### src/rtl/rxq_pkg.sv
package rxq_pkg;
  localparam int unsigned ADDR_W = 2;
  localparam logic [ADDR_W-1:0] A_RXDATA  = 2'd0;
  localparam logic [ADDR_W-1:0] A_TXDATA  = 2'd1;
  localparam logic [ADDR_W-1:0] A_ADVANCE = 2'd2;
  localparam logic [ADDR_W-1:0] A_STATUS  = 2'd3;

  localparam int unsigned ST_EMPTY   = 0;
  localparam int unsigned ST_FULL    = 1;
  localparam int unsigned ST_OVR     = 2;
  localparam int unsigned ST_CNT_LSB = 4;
  localparam int unsigned ST_CNT_W   = 4;

  typedef struct packed {
    logic pop_req;
    logic tx_load;
    logic ovr_clear;
  } rxq_cmd_t;
endpackage

### src/rtl/rxq_fifo.sv
module rxq_fifo #(
  parameter int unsigned DEPTH  = 8,
  parameter int unsigned DATA_W = 8
) (
  input  logic                         clk,
  input  logic                         rst_n,
  input  logic                         push,
  input  logic [DATA_W-1:0]            push_data,
  input  logic                         pop_req,
  output logic [DATA_W-1:0]            head,
  output logic [$clog2(DEPTH+1)-1:0]   count,
  output logic                         empty,
  output logic                         full,
  output logic                         dropped
);
  localparam int unsigned PTR_W = (DEPTH > 1) ? $clog2(DEPTH) : 1;
  localparam int unsigned CNT_W = $clog2(DEPTH+1);

  logic [PTR_W-1:0]  wr_ptr_q, wr_ptr_d, rd_ptr_q, rd_ptr_d;
  logic [CNT_W-1:0]  cnt_q, cnt_d;
  logic [DATA_W-1:0] mem [DEPTH];
  logic              pop, accept;

  assign empty   = (cnt_q == '0);
  assign full    = (cnt_q == CNT_W'(DEPTH));
  assign pop     = pop_req && !empty;
  assign accept  = push && (!full || pop);
  assign dropped = push && !accept;
  assign count   = cnt_q;
  assign head    = mem[rd_ptr_q];

  always_comb begin
    wr_ptr_d = wr_ptr_q;
    rd_ptr_d = rd_ptr_q;
    cnt_d    = cnt_q + CNT_W'(accept) - CNT_W'(pop);
    if (accept) wr_ptr_d = (wr_ptr_q == PTR_W'(DEPTH-1)) ? '0 : wr_ptr_q + PTR_W'(1);
    if (pop)    rd_ptr_d = (rd_ptr_q == PTR_W'(DEPTH-1)) ? '0 : rd_ptr_q + PTR_W'(1);
  end

  always_ff @(posedge clk or negedge rst_n) begin
    if (!rst_n) begin
      wr_ptr_q <= '0;
      rd_ptr_q <= '0;
      cnt_q    <= '0;
    end else begin
      wr_ptr_q <= wr_ptr_d;
      rd_ptr_q <= rd_ptr_d;
      cnt_q    <= cnt_d;
    end
  end

  for (genvar i = 0; i < DEPTH; i++) begin : g_slot
    logic slot_we;
    assign slot_we = accept && (wr_ptr_q == PTR_W'(i));
    always_ff @(posedge clk) begin
      if (slot_we) mem[i] <= push_data;
    end
  end
endmodule

### src/rtl/rxq_regmap.sv
module rxq_regmap #(
  parameter int unsigned DEPTH  = 8,
  parameter int unsigned DATA_W = 8
) (
  input  logic                            clk,
  input  logic                            rst_n,
  input  logic [rxq_pkg::ADDR_W-1:0]      bus_addr,
  input  logic                            bus_rd,
  input  logic                            bus_wr,
  input  logic [DATA_W-1:0]               bus_wdata,
  output logic [DATA_W-1:0]               bus_rdata,
  input  logic [DATA_W-1:0]               head,
  input  logic [$clog2(DEPTH+1)-1:0]      count,
  input  logic                            empty,
  input  logic                            full,
  input  logic                            dropped,
  output logic                            pop_req,
  output logic                            overrun,
  output logic                            tx_strobe,
  output logic [DATA_W-1:0]               tx_byte
);
  import rxq_pkg::*;

  rxq_cmd_t          cmd;
  logic              ovr_q, ovr_d;
  logic              stb_q;
  logic [DATA_W-1:0] txb_q;

  always_comb begin
    cmd           = '0;
    cmd.pop_req   = bus_wr && (bus_addr == A_ADVANCE);
    cmd.tx_load   = bus_wr && (bus_addr == A_TXDATA);
    cmd.ovr_clear = bus_wr && (bus_addr == A_STATUS) && bus_wdata[ST_OVR];
  end

  always_comb begin
    ovr_d = ovr_q;
    if (cmd.ovr_clear) ovr_d = 1'b0;
    if (dropped)       ovr_d = 1'b1;
  end

  always_ff @(posedge clk or negedge rst_n) begin
    if (!rst_n) begin
      ovr_q <= 1'b0;
      stb_q <= 1'b0;
      txb_q <= '0;
    end else begin
      ovr_q <= ovr_d;
      stb_q <= cmd.tx_load;
      if (cmd.tx_load) txb_q <= bus_wdata;
    end
  end

  always_comb begin
    bus_rdata = '0;
    if (bus_rd) begin
      case (bus_addr)
        A_RXDATA: bus_rdata = empty ? '0 : head;
        A_STATUS: begin
          bus_rdata[ST_EMPTY] = empty;
          bus_rdata[ST_FULL]  = full;
          bus_rdata[ST_OVR]   = ovr_q;
          bus_rdata[ST_CNT_LSB +: ST_CNT_W] = ST_CNT_W'(count);
        end
        default: bus_rdata = '0;
      endcase
    end
  end

  assign pop_req   = cmd.pop_req;
  assign overrun   = ovr_q;
  assign tx_strobe = stb_q;
  assign tx_byte   = txb_q;
endmodule

### src/rtl/rxq_port.sv
module rxq_port #(
  parameter int unsigned DEPTH  = 8,
  parameter int unsigned DATA_W = 8
) (
  input  logic                       clk,
  input  logic                       rst_n,
  input  logic [rxq_pkg::ADDR_W-1:0] bus_addr,
  input  logic                       bus_rd,
  input  logic                       bus_wr,
  input  logic [DATA_W-1:0]          bus_wdata,
  output logic [DATA_W-1:0]          bus_rdata,
  input  logic                       rx_push,
  input  logic [DATA_W-1:0]          rx_byte,
  output logic                       tx_strobe,
  output logic [DATA_W-1:0]          tx_byte
);
  localparam int unsigned CNT_W = $clog2(DEPTH+1);

  logic [1:0]        rst_sync_q;
  logic              rst_sync_n;
  logic [DATA_W-1:0] fifo_head;
  logic [CNT_W-1:0]  fifo_cnt;
  logic              fifo_empty, fifo_full, fifo_drop, pop_req, ovr_flag;

  always_ff @(posedge clk or negedge rst_n) begin
    if (!rst_n) rst_sync_q <= 2'b00;
    else        rst_sync_q <= {rst_sync_q[0], 1'b1};
  end
  assign rst_sync_n = rst_sync_q[1];

  rxq_fifo #(.DEPTH(DEPTH), .DATA_W(DATA_W)) fifo_i (
    .clk       (clk),
    .rst_n     (rst_sync_n),
    .push      (rx_push),
    .push_data (rx_byte),
    .pop_req   (pop_req),
    .head      (fifo_head),
    .count     (fifo_cnt),
    .empty     (fifo_empty),
    .full      (fifo_full),
    .dropped   (fifo_drop)
  );

  rxq_regmap #(.DEPTH(DEPTH), .DATA_W(DATA_W)) regs_i (
    .clk       (clk),
    .rst_n     (rst_sync_n),
    .bus_addr  (bus_addr),
    .bus_rd    (bus_rd),
    .bus_wr    (bus_wr),
    .bus_wdata (bus_wdata),
    .bus_rdata (bus_rdata),
    .head      (fifo_head),
    .count     (fifo_cnt),
    .empty     (fifo_empty),
    .full      (fifo_full),
    .dropped   (fifo_drop),
    .pop_req   (pop_req),
    .overrun   (ovr_flag),
    .tx_strobe (tx_strobe),
    .tx_byte   (tx_byte)
  );
endmodule

### config.mk
export PLATFORM = sky130hd
export DESIGN_NAME = rxq_port
export DESIGN_NICKNAME = d
export VERILOG_FILES = /design/src/rtl/rxq_pkg.sv /design/src/rtl/rxq_fifo.sv /design/src/rtl/rxq_regmap.sv /design/src/rtl/rxq_port.sv
export SDC_FILE = /design/constraint.sdc
export NUM_CORES = 1
export LEC_CHECK = 0
export CORE_AREA = 2 2 68 134
export DETAILED_ROUTE_END_ITERATION = 16
export DIE_AREA = 0 0 70 136
export GPL_ROUTABILITY_DRIVEN = 0
export GPL_TIMING_DRIVEN = 0
export PLACE_DENSITY = 0.75
export SLEW_MARGIN = 20
export SYNTH_ARGS = -nofsm -noshare
export SYNTH_HDL_FRONTEND = slang
export SYNTH_HIERARCHICAL = 1
export SYNTH_SLANG_ARGS = --single-unit
### constraint.sdc
create_clock -name clk -period 2.5 [get_ports clk]
set_input_delay 0.5 -clock clk [delete_from_list [all_inputs] [get_ports clk]]
set_output_delay 0.5 -clock clk [all_outputs]
set_load 0.01 [all_outputs]
Yosys cells after proc, flatten, opt, wreduce, memory -nomap -nowiden:

Memory sizes are Yosys's and may differ from the RTL's.
Index checks and enable logic that the tools add are counted.

* output and inout port bits: 17
* memory bits (writable): 64
* register bits after elaboration: 22
* memories: 1
* word-level logic and storage cells: 100

Memories
* fifo_i.mem: words 8, bits a word 8, rd ports 1, clocked after memory_dff 0, write ports 1, line rxq_fifo.sv:21 `logic [DATA_W-1:0] mem [DEPTH];`

* multiplexer cells: 46
* reduce and logical (&&, ||, !) cells: 30
* equality and inequality tests: 12
* $add $sub $neg: 4

Operators by type and width (count)
* $mux W8: 9
* $reduce_or A8 Y1: 7
* $mux W3: 9
* $mux W1: 26
* $eq A3 B3 Y1 const B: 5
* $logic_and A1 B1 Y1: 15
* $pmux W4 S2: 1
* $add A3 B1 Y3 const B: 2
* $eq A3 B2 Y1 const B: 2
* $pmux W3 S2: 1
* $add A4 B1 Y4: 1
* $eq A2 B2 Y1 const B: 2
* $eq A4 B4 Y1 const B: 1
* $logic_not A4 Y1: 1
* $sub A4 B1 Y4: 1
* $eq A3 B1 Y1 const B: 1
* $logic_not A1 Y1: 3
* $logic_not A3 Y1: 1
* $eq A2 B1 Y1 const B: 1
* $logic_not A2 Y1: 1
* $reduce_bool A2 Y1: 1
* $logic_or A1 B1 Y1: 1

Longest topological paths before layout:

Gate-level depths: netlist (run 1).

* depth in word-level cells: 16
* mapped depth: 13
* gate-level depth less buffers: 12

Hierarchy:

Netlist (run 1), hierarchy kept.

Modules (own cells, without submodules)
* rxq_fifo: seq. area each 2172.1 µm², cells an instance 158, area an instance 3175.5 µm², instances 1
* rxq_regmap: seq. area each 250.2 µm², cells an instance 54, area an instance 580.6 µm², instances 1
* rxq_port: seq. area each 50.0 µm², cells an instance 3, area an instance 53.8 µm², instances 1

Worst setup path before layout (run 1):

OpenSTA, ideal clock, no wires.

* path kind: input to register
* from: input port bus_addr[0] (netlist name)
* to: register fifo_i.cnt_q[2], in the netlist fifo_i/count[2]
* stages on the path: 13
* required time: 2.377 ns
* data arrival time: 2.360 ns
* path buffers: 1
* library setup time: 0.123 ns
* setup slack: 0.018 ns
* cell sequence: inv_1 > ha_1 > and2_2 > nor2b_1 > o21a_1 > clkbuf_2 > inv_1 > ha_1 > inv_1 > ha_1 > inv_1 > fa_1 > xnor2_1

* longest elaborated chain between the ends: 7

Ends and longest elaborated chain
* from (decl): line rxq_port.sv:7 `input logic [rxq_pkg::ADDR_W-1:0] bus_addr,`
* $eq A2 B2 Y1 (*): line rxq_regmap.sv:31 `cmd.pop_req = bus_wr && (bus_addr == A_ADVANCE);`
* $logic_and A1 B1 Y1 (*): line rxq_regmap.sv:31
* named net pop_req: line rxq_port.sv:23 `logic fifo_empty, fifo_full, fifo_drop, pop_req, ovr_flag;`
* $logic_and A1 B1 Y1 (*): line rxq_fifo.sv:26 `assign pop = pop_req && !empty;`
* $logic_or A1 B1 Y1: line rxq_fifo.sv:27 `assign accept = push && (!full || pop);`
* $logic_and A1 B1 Y1: line rxq_fifo.sv:27
* $add A4 B1 Y4: line rxq_fifo.sv:35 `cnt_d = cnt_q + CNT_W'(accept) - CNT_W'(pop);`
* $sub A4 B1 Y4 (*): line rxq_fifo.sv:35
* named net fifo_i.cnt_d[2]: line rxq_fifo.sv:20 `logic [CNT_W-1:0] cnt_q, cnt_d;`
* to (signal assigned): line rxq_fifo.sv:48 `cnt_q <= cnt_d;`
* to (decl): line rxq_fifo.sv:20

The timed path passes the listed nets; every way through them passes the cells marked *.
A chain may end at the register's enable or synchronous reset.

Final worst setup path (run 1):

* from: register fifo_i.rd_ptr_q[1]
* to: output port bus_rdata[3]

* longest elaborated chain between the ends: 4

Ends and longest elaborated chain
* from (decl): line rxq_fifo.sv:19 `logic [PTR_W-1:0] wr_ptr_q, wr_ptr_d, rd_ptr_q, rd_ptr_d;`
* from (signal assigned): line rxq_fifo.sv:47 `rd_ptr_q <= rd_ptr_d;`
* $mem_v2 Z8 W8
* named net fifo_head[3]: line rxq_port.sv:21 `logic [DATA_W-1:0] fifo_head;`
* $mux W8: line rxq_regmap.sv:58 `A_RXDATA: bus_rdata = empty ? '0 : head;`
* $mux W1: line rxq_regmap.sv:57 `case (bus_addr)`
* $mux W8: line rxq_regmap.sv:56 `if (bus_rd) begin`
* to (decl): line rxq_port.sv:11 `output logic [DATA_W-1:0] bus_rdata,`

The timed path passes the listed nets, and every way through them passes these cells.

==> results of run 1 <==
## cells in the mapped netlist (all sizes together)
library cell   n  share of area
dfrtp         22           0.14
edfxtp        64           0.50
and3           7          0.011
and2           3         0.0053
a21oi          8          0.011
nor3b          1         0.0020
nand2b         2         0.0033
nand3b         7          0.014
mux4          16           0.11
clkbuf         2         0.0023
conb           1        0.00098
fa             1         0.0053
or3b           1         0.0023
nor2b          1         0.0016
mux2          21          0.063
buf            5          0.012
o21a           1         0.0020
and4b          1         0.0026
xor2           1         0.0023
inv           16          0.016
nand2          8         0.0099
ha            19          0.062
nor2           2         0.0020
mux2i          1         0.0026
a21o           2         0.0039
nand3          1         0.0013
xnor2          1         0.0023
## report_power, final
group | internal [mW] | switching [mW] | leakage [nW]
clock network | 0.658 | 0.469 | 0.130
logic | 0.922 | 0.683 | 0.839
registers | 1.83 | 0.181 | 0.841
total | 3.41 | 1.33 | 1.81
## stage by stage
step | worst slack [ns] | instance area (um2) | hold slack, ns | total power [mW] | util
final | -0.0792 | 4610 | 0.329 | 4.74 | 0.540
after global routing | -0.163 | 4610 | 0.318 | 5.00 | 0.540
after CTS | -0.157 | 4620 | 0.317 | 4.78 | 0.541
after detailed placement | -0.757 | 4330 | 0.347 | 3.38 | 0.507
after global placement | -0.724 | 4330 | 0.337 | 3.34 | 0.507
after floorplan | 0.0177 | 3810 | 0.204 | 2.95 | -
## state kept, by name, indices dropped and copies added, names as in the netlist
register,cells
fifo_i/count,4
fifo_i/mem,64
fifo_i/rd_ptr_q,3
fifo_i/wr_ptr_q,3
regs_i/overrun,1
regs_i/tx_byte,8
regs_i/tx_strobe,1
rst_sync_q,2
## kinds of logic (layout without fill, tap and decap cells)
| kind of cell | count (synthesis) | count (layout) | synth area share |
|---|---|---|---|
| AO/OA/AOI/OAI | 11 | 11 | 0.0164 |
| buffers and inverters | 23 | 83 | 0.0299 |
| other | 1 | 1 | 0.000984 |
| AND/OR/NAND/NOR | 34 | 34 | 0.0555 |
| flip-flops | 86 | 86 | 0.649 |
| XOR/XNOR | 2 | 2 | 0.00460 |
| multiplexers | 38 | 38 | 0.176 |
| adder cells (fa/ha/maj) | 20 | 20 | 0.0677 |
## how the worst min path moves through the flow
| stage | slack [ns] | cells past startpoint | to |
|---|---|---|---|
| 6_report | 0.33 | 1 | rst_sync_q[0] |
| 5_1_grt | 0.32 | 1 | rst_sync_q[0] |
| 4_1_cts | 0.32 | 1 | rst_sync_q[0] |
| 3_5_place_dp | 0.35 | 0 | rst_sync_q[1] |
| 3_3_place_gp | 0.34 | 0 | rst_sync_q[1] |
| 2_1_floorplan | 0.20 | 0 | rst_sync_q[0] |
## metal layers
metal  GRT usage  vias up
li1            -      914
met1       0.149      980
met2       0.313       58
met3      0.0385       14
met4      0.0865        0
met5           0        -
## timing repair
item	CTS	global route
pin swaps	2	0
hold buffers	0	0
resized for setup	56	18
setup buffers	6	2
cloned	1	0
setup endpoints to repair	15	11
## area by class of cell
class                           count  area [um2]
Buffer                              5        47.5
Fill cell                         688        3920
Clock buffer                       10         229
Tap cell                          100         125
Timing Repair Buffer               47         432
Multi-Input combinational cell    106        1210
Clock inverter                      5        27.5
Sequential cell                    86        2470
Inverter                           16        60.1
==> results.txt, run 1 <==
layout cells sized above 1 = 0.309
sequential area share after synthesis = 0.649
setup TNS = -0.487 ns
Distinct cells, synth = 34
CP Cell Sequence = buf_6, buf_12, mux4_2, mux2_4, and4b_1, buf_2
post-route ant nets = 0
number of synthesized register bits = 86
YS warnings = 6
die width = 70 um
WL met3 = 267 um
clock sinks = 86
initial core utilization = 0.447
# diodes = 0
worst-case clock buffer depth = 2
CTS Buf Count = 9
Routed wire per std cell = 19.1 um
leading cell type in the layout, fill and taps excluded = edfxtp_1
die span in y = 136 um
routed wl met2 = 4.22 mm
Leak Pwr = 1.81 nW
Final Non-Filler Cells = 375
DR vias/cell = 5.24
fin crit share = 1.03
status = complete, but fails checks
die area = 9520 um2
Worst R2R Path Depth = 11
initial antenna violation count = 0
I/O pins = 40
worst setup path end = bus_rdata[3]
worst setup path category = reg2out
Highest Signal Layer = met4
syn avg cell area = 17.7 um2
Crit path arrival time = 2.08 ns
Worst-path clk slew = 0.06 ns
worst setup path startpoint = fifo_i/rd_ptr_q[1]
Hold Crit Class = in2async
Worst path depth = 6
Post-DP HPWL = 5.03 mm
CORE AREA = 8530 um2
CTS tree = done
worst reg2reg endpoint = fifo_i/count[1]
routed wire length = 7.14 mm
maximum fanout along the worst path = 5
minimum clock period = 2.58 ns
Root Driver = clkbuf_16
TritonRoute pass-1 iters = 4
row cnt = 48
met1 wire length = 2.49 mm
failing checks = setup timing
Inst Count DP = 354
unrepaired setup endpoints after global routing = true
Worst VDD drop = 0.467 mV
mapped cell area = 3810 um2
CP delay by family, top = multiplexers
Syn Nets = 258
DR vias = 1966
Final Net Count = 314
Max Freq = 0.388 GHz
Global Route Usage Sum = 0.161
CP Buf/Inv Count = 3
highest-count cells in the layout ignoring fill and taps = edfxtp_1 (64), clkdlybuf4s50_1 (28), dfrtp_1 (21), ha_1 (18), mux4_2 (16)
Post-route DRC = 0
crit end category = primary output
final hold vios = 0
Slowest cell on crit path = mux4_2
count of final setup violators = 8
vias in the first global route = 2093
clock latency on the worst-skew pair = 0.33 ns
slew margin rel. = 0.439
Worst Clk Skew = 0.00528 ns
RR Startpoint = fifo_i/count[2]
first-pass GRT wire length = 10.9 mm
critical path startpoint category = flop
1st-iter DRT viols = 105
final setup margin = -0.0792 ns
Final Max Tran Viols = 0
Worst Path Required = 2.00 ns
area delta synth->final = 20.9%
PD cells = 1030 nW/um2
grt ovf = 0
Reg2Reg Setup Slack = 0.10 ns
MaxCap Viol Count = 0
worst-margin pin slew = 0.841 ns
Cells after Synth = 215
slowest stage delay, CP = 0.50 ns
largest net degree at the start of global routing = 21
H-tree depth = 3
PortBufs = 39
No activity file was read; power rests on OpenSTA's default activity.
==> run 2: changes to the inputs <==
--- a/config.mk
+++ b/config.mk
@@ -5,12 +5,14 @@
 export SDC_FILE = /design/constraint.sdc
 export NUM_CORES = 1
 export LEC_CHECK = 0
-export CORE_AREA = 2 2 68 134
+export CELL_PAD_IN_SITES_DETAIL_PLACEMENT = 1
+export CELL_PAD_IN_SITES_GLOBAL_PLACEMENT = 2
+export CORE_AREA = 2 2 71 140
 export DETAILED_ROUTE_END_ITERATION = 16
-export DIE_AREA = 0 0 70 136
+export DIE_AREA = 0 0 73 142
 export GPL_ROUTABILITY_DRIVEN = 0
 export GPL_TIMING_DRIVEN = 0
-export PLACE_DENSITY = 0.75
+export PLACE_DENSITY = 0.87
 export SLEW_MARGIN = 20
 export SYNTH_ARGS = -nofsm -noshare
 export SYNTH_HDL_FRONTEND = slang
==> results.txt, run 2 (same netlist as run 1, synthesis figures left out) <==
fin crit share = 1.07 (was 1.03)
first-pass GRT wire length = 12.9 mm (was 10.9 mm)
highest-count cells in the layout ignoring fill and taps = edfxtp_1 (64), clkdlybuf4s50_1 (29), dfrtp_1 (21), ha_1 (18), mux2_2 (16) (was edfxtp_1 (64), clkdlybuf4s50_1 (28), dfrtp_1 (21), ha_1 (18), mux4_2 (16))
Comb power frac = 0.326 (was 0.338)
Root Driver = clkbuf_16 (unchanged)
placed cell areas = 4330 um2 (about the same)
Top reg by flops = fifo_i/mem (unchanged)
die span in y = 142 um (was 136 um)
Inst Count DP = 358 (was 354)
TritonRoute pass-1 iters = 4 (unchanged)
Worst-path clk slew = 0.06 ns (about the same)
final hold vios = 0 (unchanged)
vias in the first global route = 2325 (was 2093)
Worst Path Required = 2.00 ns (about the same)
worst-margin pin slew = 0.850 ns (was 0.841 ns)
number of flip-flops in the largest register = 64 (unchanged)
Design Area, Final = 4770 um2 (was 4610 um2)
1st-iter DRT viols = 51 (was 105)
area delta synth->final = 25.3% (was 20.9%)
row cnt = 50 (was 48)
leading cell type in the layout, fill and taps excluded = edfxtp_1 (unchanged)
Clock Power Share = 0.293 (was 0.238)
MaxCap Viol Count = 0 (unchanged)
sw frac = 0.279 (was 0.281)
crit end category = primary output (unchanged)
failing checks = setup timing (unchanged)
Post-DP HPWL = 5.72 mm (was 5.03 mm)
Max Freq = 0.375 GHz (was 0.388 GHz)
maximum fanout along the worst path = 5 (unchanged)
grt ovf = 0 (unchanged)
worst setup path category = reg2out (unchanged)
final setup margin = -0.169 ns (was -0.0792 ns)
Global Route Usage Sum = 0.176 (was 0.161)
Routed wire per std cell = 21.7 um (was 19.1 um)
Worst Clk Skew = 0.00409 ns (was 0.00528 ns)
CTS Hold Buffers Added = 0 (unchanged)
largest net degree at the start of global routing = 21 (unchanged)
DR vias/cell = 5.37 (was 5.24)
most frequent CP cell = buf_12
Sequential Power Share = 0.380 (was 0.424)
slew margin rel. = 0.433 (was 0.439)
# diodes = 0 (unchanged)
FILL cells = 890 (was 688)
post-route ant nets = 0 (unchanged)
Final Non-Filler Cells = 382 (was 375)
Leak Pwr = 1.87 nW (was 1.81 nW)
Slowest cell on crit path = mux4_2 (unchanged)
CP Cell Sequence = buf_6, buf_12, buf_12, mux4_2, mux2_4, nand3b_1, a21oi_2, buf_2 (was buf_6, buf_12, mux4_2, mux2_4, and4b_1, buf_2)
CTS tree = done (unchanged)
count of final setup violators = 8 (unchanged)
cell-internal power = 3.81 mW (was 3.41 mW)
Hold Crit Class = in2async (unchanged)
critical path startpoint category = flop (unchanged)
Final Power = 5.29 mW (was 4.74 mW)
routed wire length = 8.30 mm (was 7.14 mm)
Place WS = -0.838 ns (was -0.757 ns)
CTS Buf Count = 9 (unchanged)
Switch Pwr = 1.48 mW (was 1.33 mW)
die width = 73 um (was 70 um)
PD cells = 1110 nW/um2 (was 1030 nW/um2)
clock latency on the worst-skew pair = 0.33 ns (about the same)
Final Net Count = 316 (was 314)
PortBufs = 39 (unchanged)
worst-case clock buffer depth = 2 (unchanged)
status = complete, but fails checks (unchanged)
Final Max Tran Viols = 0 (unchanged)
Crit path arrival time = 2.17 ns (was 2.08 ns)
DR vias = 2051 (was 1966)
layout cells sized above 1 = 0.317 (was 0.309)
initial antenna violation count = 0 (unchanged)
minimum clock period = 2.67 ns (was 2.58 ns)
Post-route DRC = 0 (unchanged)
CORE AREA = 9320 um2 (was 8530 um2)
I/O pins = 40 (unchanged)
Worst VDD drop = 0.685 mV (was 0.467 mV)
unrepaired setup endpoints after global routing = true (unchanged)
slowest stage delay, CP = 0.49 ns (was 0.50 ns)
initial core utilization = 0.409 (was 0.447)
H-tree depth = 3 (unchanged)
die area = 10400 um2 (was 9520 um2)
clock sinks = 86 (unchanged)
[run 2: power by group through the flow]
stage               Sequential (mW)  Combinational (mW)  Clock, mW
floorplan                      1.96               0.989          0
global placement               1.98                1.40          0
detailed placement             2.00                1.45          0
CTS                            2.02                1.75       1.60
global route                   2.04                1.90       1.64
finish                         2.01                1.73       1.55
[run 2: final timing paths]
kind	slack, ns	start	cells after the start	end
worst max-delay path	-0.17	fifo_i/rd_ptr_q[1]	8	bus_rdata[0]
worst min-delay path	0.32	rst_n	1	rst_sync_q[0]
worst max register to register	0.08	fifo_i/count[2]	11	fifo_i/count[1]
worst min register to register	0.35	rst_sync_q[1]	0	fifo_i/count[1]
max in group asynchronous	1.56	rst_sync_q[1]	0	fifo_i/rd_ptr_q[2]
min in group clk	0.36	rst_sync_q[0]	0	rst_sync_q[1]
[run 2: cell type report]
| cell class | count | area, um2 | area share |
|---|---|---|---|
| clock inverters | 6 | 118 | 0.0246 |
| inverters | 16 | 60.1 | 0.0126 |
| repair buffers | 49 | 472 | 0.0988 |
| multi-input cells | 106 | 1230 | 0.258 |
| clock buffers | 10 | 239 | 0.0501 |
| plain buffers | 5 | 47.5 | 0.00996 |
| flip-flops and latches | 86 | 2470 | 0.518 |
| well taps | 104 | 130 | 0.0273 |
[run 2: per-stage QoR]
stage | setup TNS, ns | util | hold slack, ns
after floorplan | 0 | - | 0.204
after global placement | -29.04 | 0.465 | 0.338
after detailed placement | -31.97 | 0.465 | 0.346
after CTS | -1.06 | 0.510 | 0.304
after global routing | -1.67 | 0.512 | 0.319
final | -0.896 | 0.512 | 0.322
[run 2: what timing repair did]
action / in CTS / in global routing
endpoints found under the setup margin: 73 / 11
gates resized for setup: 62 / 10
buffers inserted: 9 / 1
gates cloned: 1 / 0
pin swaps: 1 / 2
[run 2: critical path: cells and delay by family (launching register included)]
family,cells,cell delay (ns)
AO/OA/AOI/OAI,1,0.05
multiplexers,2,0.76
AND/OR/NAND/NOR,1,0.10
flip-flops,1,0.37
buffers and inverters,4,0.53
[run 2: per-layer routing]
metal / vias up / track usage / wire (um)
li1: 926 / - / -
met1: 1056 / 0.188 / 2980
met2: 58 / 0.329 / 4850
met3: 11 / 0.0347 / 301
met4: 0 / 0.0663 / 172
met5: - / 0 / 0
==> run 3: changes to the inputs <==
--- a/config.mk
+++ b/config.mk
@@ -11,7 +11,6 @@
 export DETAILED_ROUTE_END_ITERATION = 16
 export DIE_AREA = 0 0 73 142
 export GPL_ROUTABILITY_DRIVEN = 0
-export GPL_TIMING_DRIVEN = 0
 export PLACE_DENSITY = 0.87
 export SLEW_MARGIN = 20
 export SYNTH_ARGS = -nofsm -noshare
==> results.txt, run 3 (same netlist as run 1, synthesis figures left out) <==
status = complete, but fails checks (unchanged)
failing checks = setup timing (unchanged)
CTS tree = done (unchanged)
Reg2Reg Setup Slack = 0.05 ns (was 0.08 ns)
Worst Clk Skew = 0.00756 ns (was 0.00409 ns)
CORE AREA = 9320 um2 (unchanged)
initial antenna violation count = 0 (unchanged)
TritonRoute pass-1 iters = 4 (unchanged)
die area = 10400 um2 (unchanged)
final setup margin = -0.109 ns (was -0.169 ns)
FILL cells = 887 (was 890)
die span in y = 142 um (unchanged)
final hold vios = 0 (unchanged)
met2 usage = 0.336 (was 0.329)
vias in the first global route = 2335 (was 2325)
slew margin rel. = 0.355 (was 0.433)
clock sinks = 86 (unchanged)
first-pass GRT wire length = 13.3 mm (was 12.9 mm)
Final Non-Filler Cells = 392 (was 382)
layout cells sized above 1 = 0.344 (was 0.317)
Hold Crit Class = in2async (unchanged)
PortBufs = 39 (unchanged)
setup TNS = -0.638 ns (was -0.896 ns)
Routed wire per std cell = 21.4 um (was 21.7 um)
Top reg by flops = fifo_i/mem (unchanged)
critical path startpoint category = flop (unchanged)
leading cell type in the layout, fill and taps excluded = edfxtp_1 (unchanged)
Leak Pwr = 1.92 nW (was 1.87 nW)
DR vias/cell = 5.31 (was 5.37)
unrepaired setup endpoints after global routing = true (unchanged)
Design Area, Final = 4840 um2 (was 4770 um2)
largest net degree at the start of global routing = 21 (unchanged)
Final Max Tran Viols = 0 (unchanged)
initial core utilization = 0.409 (unchanged)
Max Freq = 0.383 GHz (was 0.375 GHz)
Final Power = 5.27 mW (was 5.29 mW)
I/O pins = 40 (unchanged)
Post-route DRC = 0 (unchanged)
number of flip-flops in the largest register = 64 (unchanged)
Root Driver = clkbuf_16 (unchanged)
DR vias = 2082 (was 2051)
grt ovf = 0 (unchanged)
Post-DP HPWL = 5.82 mm (was 5.72 mm)
Worst Path Required = 2.00 ns (about the same)
1st-iter DRT viols = 134 (was 51)
post-route ant nets = 0 (unchanged)
minimum clock period = 2.61 ns (was 2.67 ns)
die width = 73 um (unchanged)
MaxCap Viol Count = 0 (unchanged)
most used routing layer = met2 (unchanged)
crit end category = primary output (unchanged)
# diodes = 0 (unchanged)
PD cells = 1090 nW/um2 (was 1110 nW/um2)
M3 GR Usage = 0.0411 (was 0.0347)
clock latency on the worst-skew pair = 0.34 ns (was 0.33 ns)
H-tree depth = 3 (unchanged)
Global Route Usage Sum = 0.183 (was 0.176)
Worst VDD drop = 0.418 mV (was 0.685 mV)
CTS Hold Buffers Added = 0 (unchanged)
Final Net Count = 326 (was 316)
placed cell areas = 4410 um2 (was 4330 um2)
routed wire length = 8.41 mm (was 8.30 mm)
worst-case clock buffer depth = 2 (unchanged)
Crit path arrival time = 2.11 ns (was 2.17 ns)
final core utilization = 0.520 (was 0.512)
footprint of the multi-input gates = 1240 um2 (was 1230 um2)
area delta synth->final = 27.1% (was 25.3%)
met1 usage = 0.182 (was 0.188)
fin crit share = 1.04 (was 1.07)
worst setup path category = reg2out (unchanged)
highest-count cells in the layout ignoring fill and taps = edfxtp_1 (64), clkdlybuf4s50_1 (29), dfrtp_1 (21), buf_4 (18), ha_1 (17) (was edfxtp_1 (64), clkdlybuf4s50_1 (29), dfrtp_1 (21), ha_1 (18), mux2_2 (16))
maximum fanout along the worst path = 5 (unchanged)
register area = 2470 um2 (unchanged)
row cnt = 50 (unchanged)
Inst Count DP = 366 (was 358)
Worst-path clk slew = 0.06 ns (about the same)
count of final setup violators = 7 (was 8)
worst-margin pin slew = 0.968 ns (was 0.850 ns)
CTS Buf Count = 9 (unchanged)
[run 3: changes by cell type in the layout (fill, tap and decap cells not counted), sizes merged]
cell,previous run,this run
inv,17,16
clkinvlp,1,2
buf,23,33
[run 3: power by group]
part	leakage, nW	switching, mW	internal (mW)	total [mW]
combinational	0.923	0.739	0.996	1.74
sequential	0.841	0.202	1.83	2.03
clock	0.159	0.534	0.974	1.51
[run 3: metal layers]
metal	part of all wire	wire length, um
met1	0.34	2890
met2	0.59	4950
met3	0.034	283
met4	0.034	284
met5	0	0
[run 3: worst paths after layout]
path,from,end,cells past startpoint
worst min-delay path,rst_n,rst_sync_q[0],1
worst max register to register,fifo_i/count[2],fifo_i/count[1],11
min in group clk,rst_sync_q[0],rst_sync_q[1],0
worst min register to register,rst_sync_q[0],rst_sync_q[1],0
worst max-delay path,fifo_i/rd_ptr_q[1],bus_rdata[3],6
max in group asynchronous,rst_sync_q[1],fifo_i/rd_ptr_q[1],0
[run 3: worst max-delay path: stages, from the launching register on]
cell	delay, ns
dfrtp_2	0.40
buf_6	0.13
buf_12	0.13
mux4_2	0.50
mux2_4	0.28
and4b_1	0.19
buf_2	0.14
[run 3: timing repair]
action	CTS	global route
gates cloned	2	0
pin swaps	4	2
gates resized for setup	59	15
buffers inserted	5	5
setup endpoints to repair	11	11
[run 3: layout make-up]
class / count / area share
Clock buffer: 10 / 0.0473
Timing Repair Buffer: 64 / 0.123
Tap cell: 104 / 0.0269
Inverter: 16 / 0.0124
Multi-Input combinational cell: 106 / 0.257
Clock inverter: 6 / 0.0227
Sequential cell: 86 / 0.511
[run 3: stage by stage]
| stage | hold WS, ns | setup slack (ns) |
|---|---|---|
| after floorplan | 0.204 | 0.0177 |
| after global placement | 0.337 | -0.402 |
| after detailed placement | 0.337 | -0.466 |
| after CTS | 0.308 | -0.206 |
| after global routing | 0.307 | -0.197 |
| final | 0.322 | -0.109 |
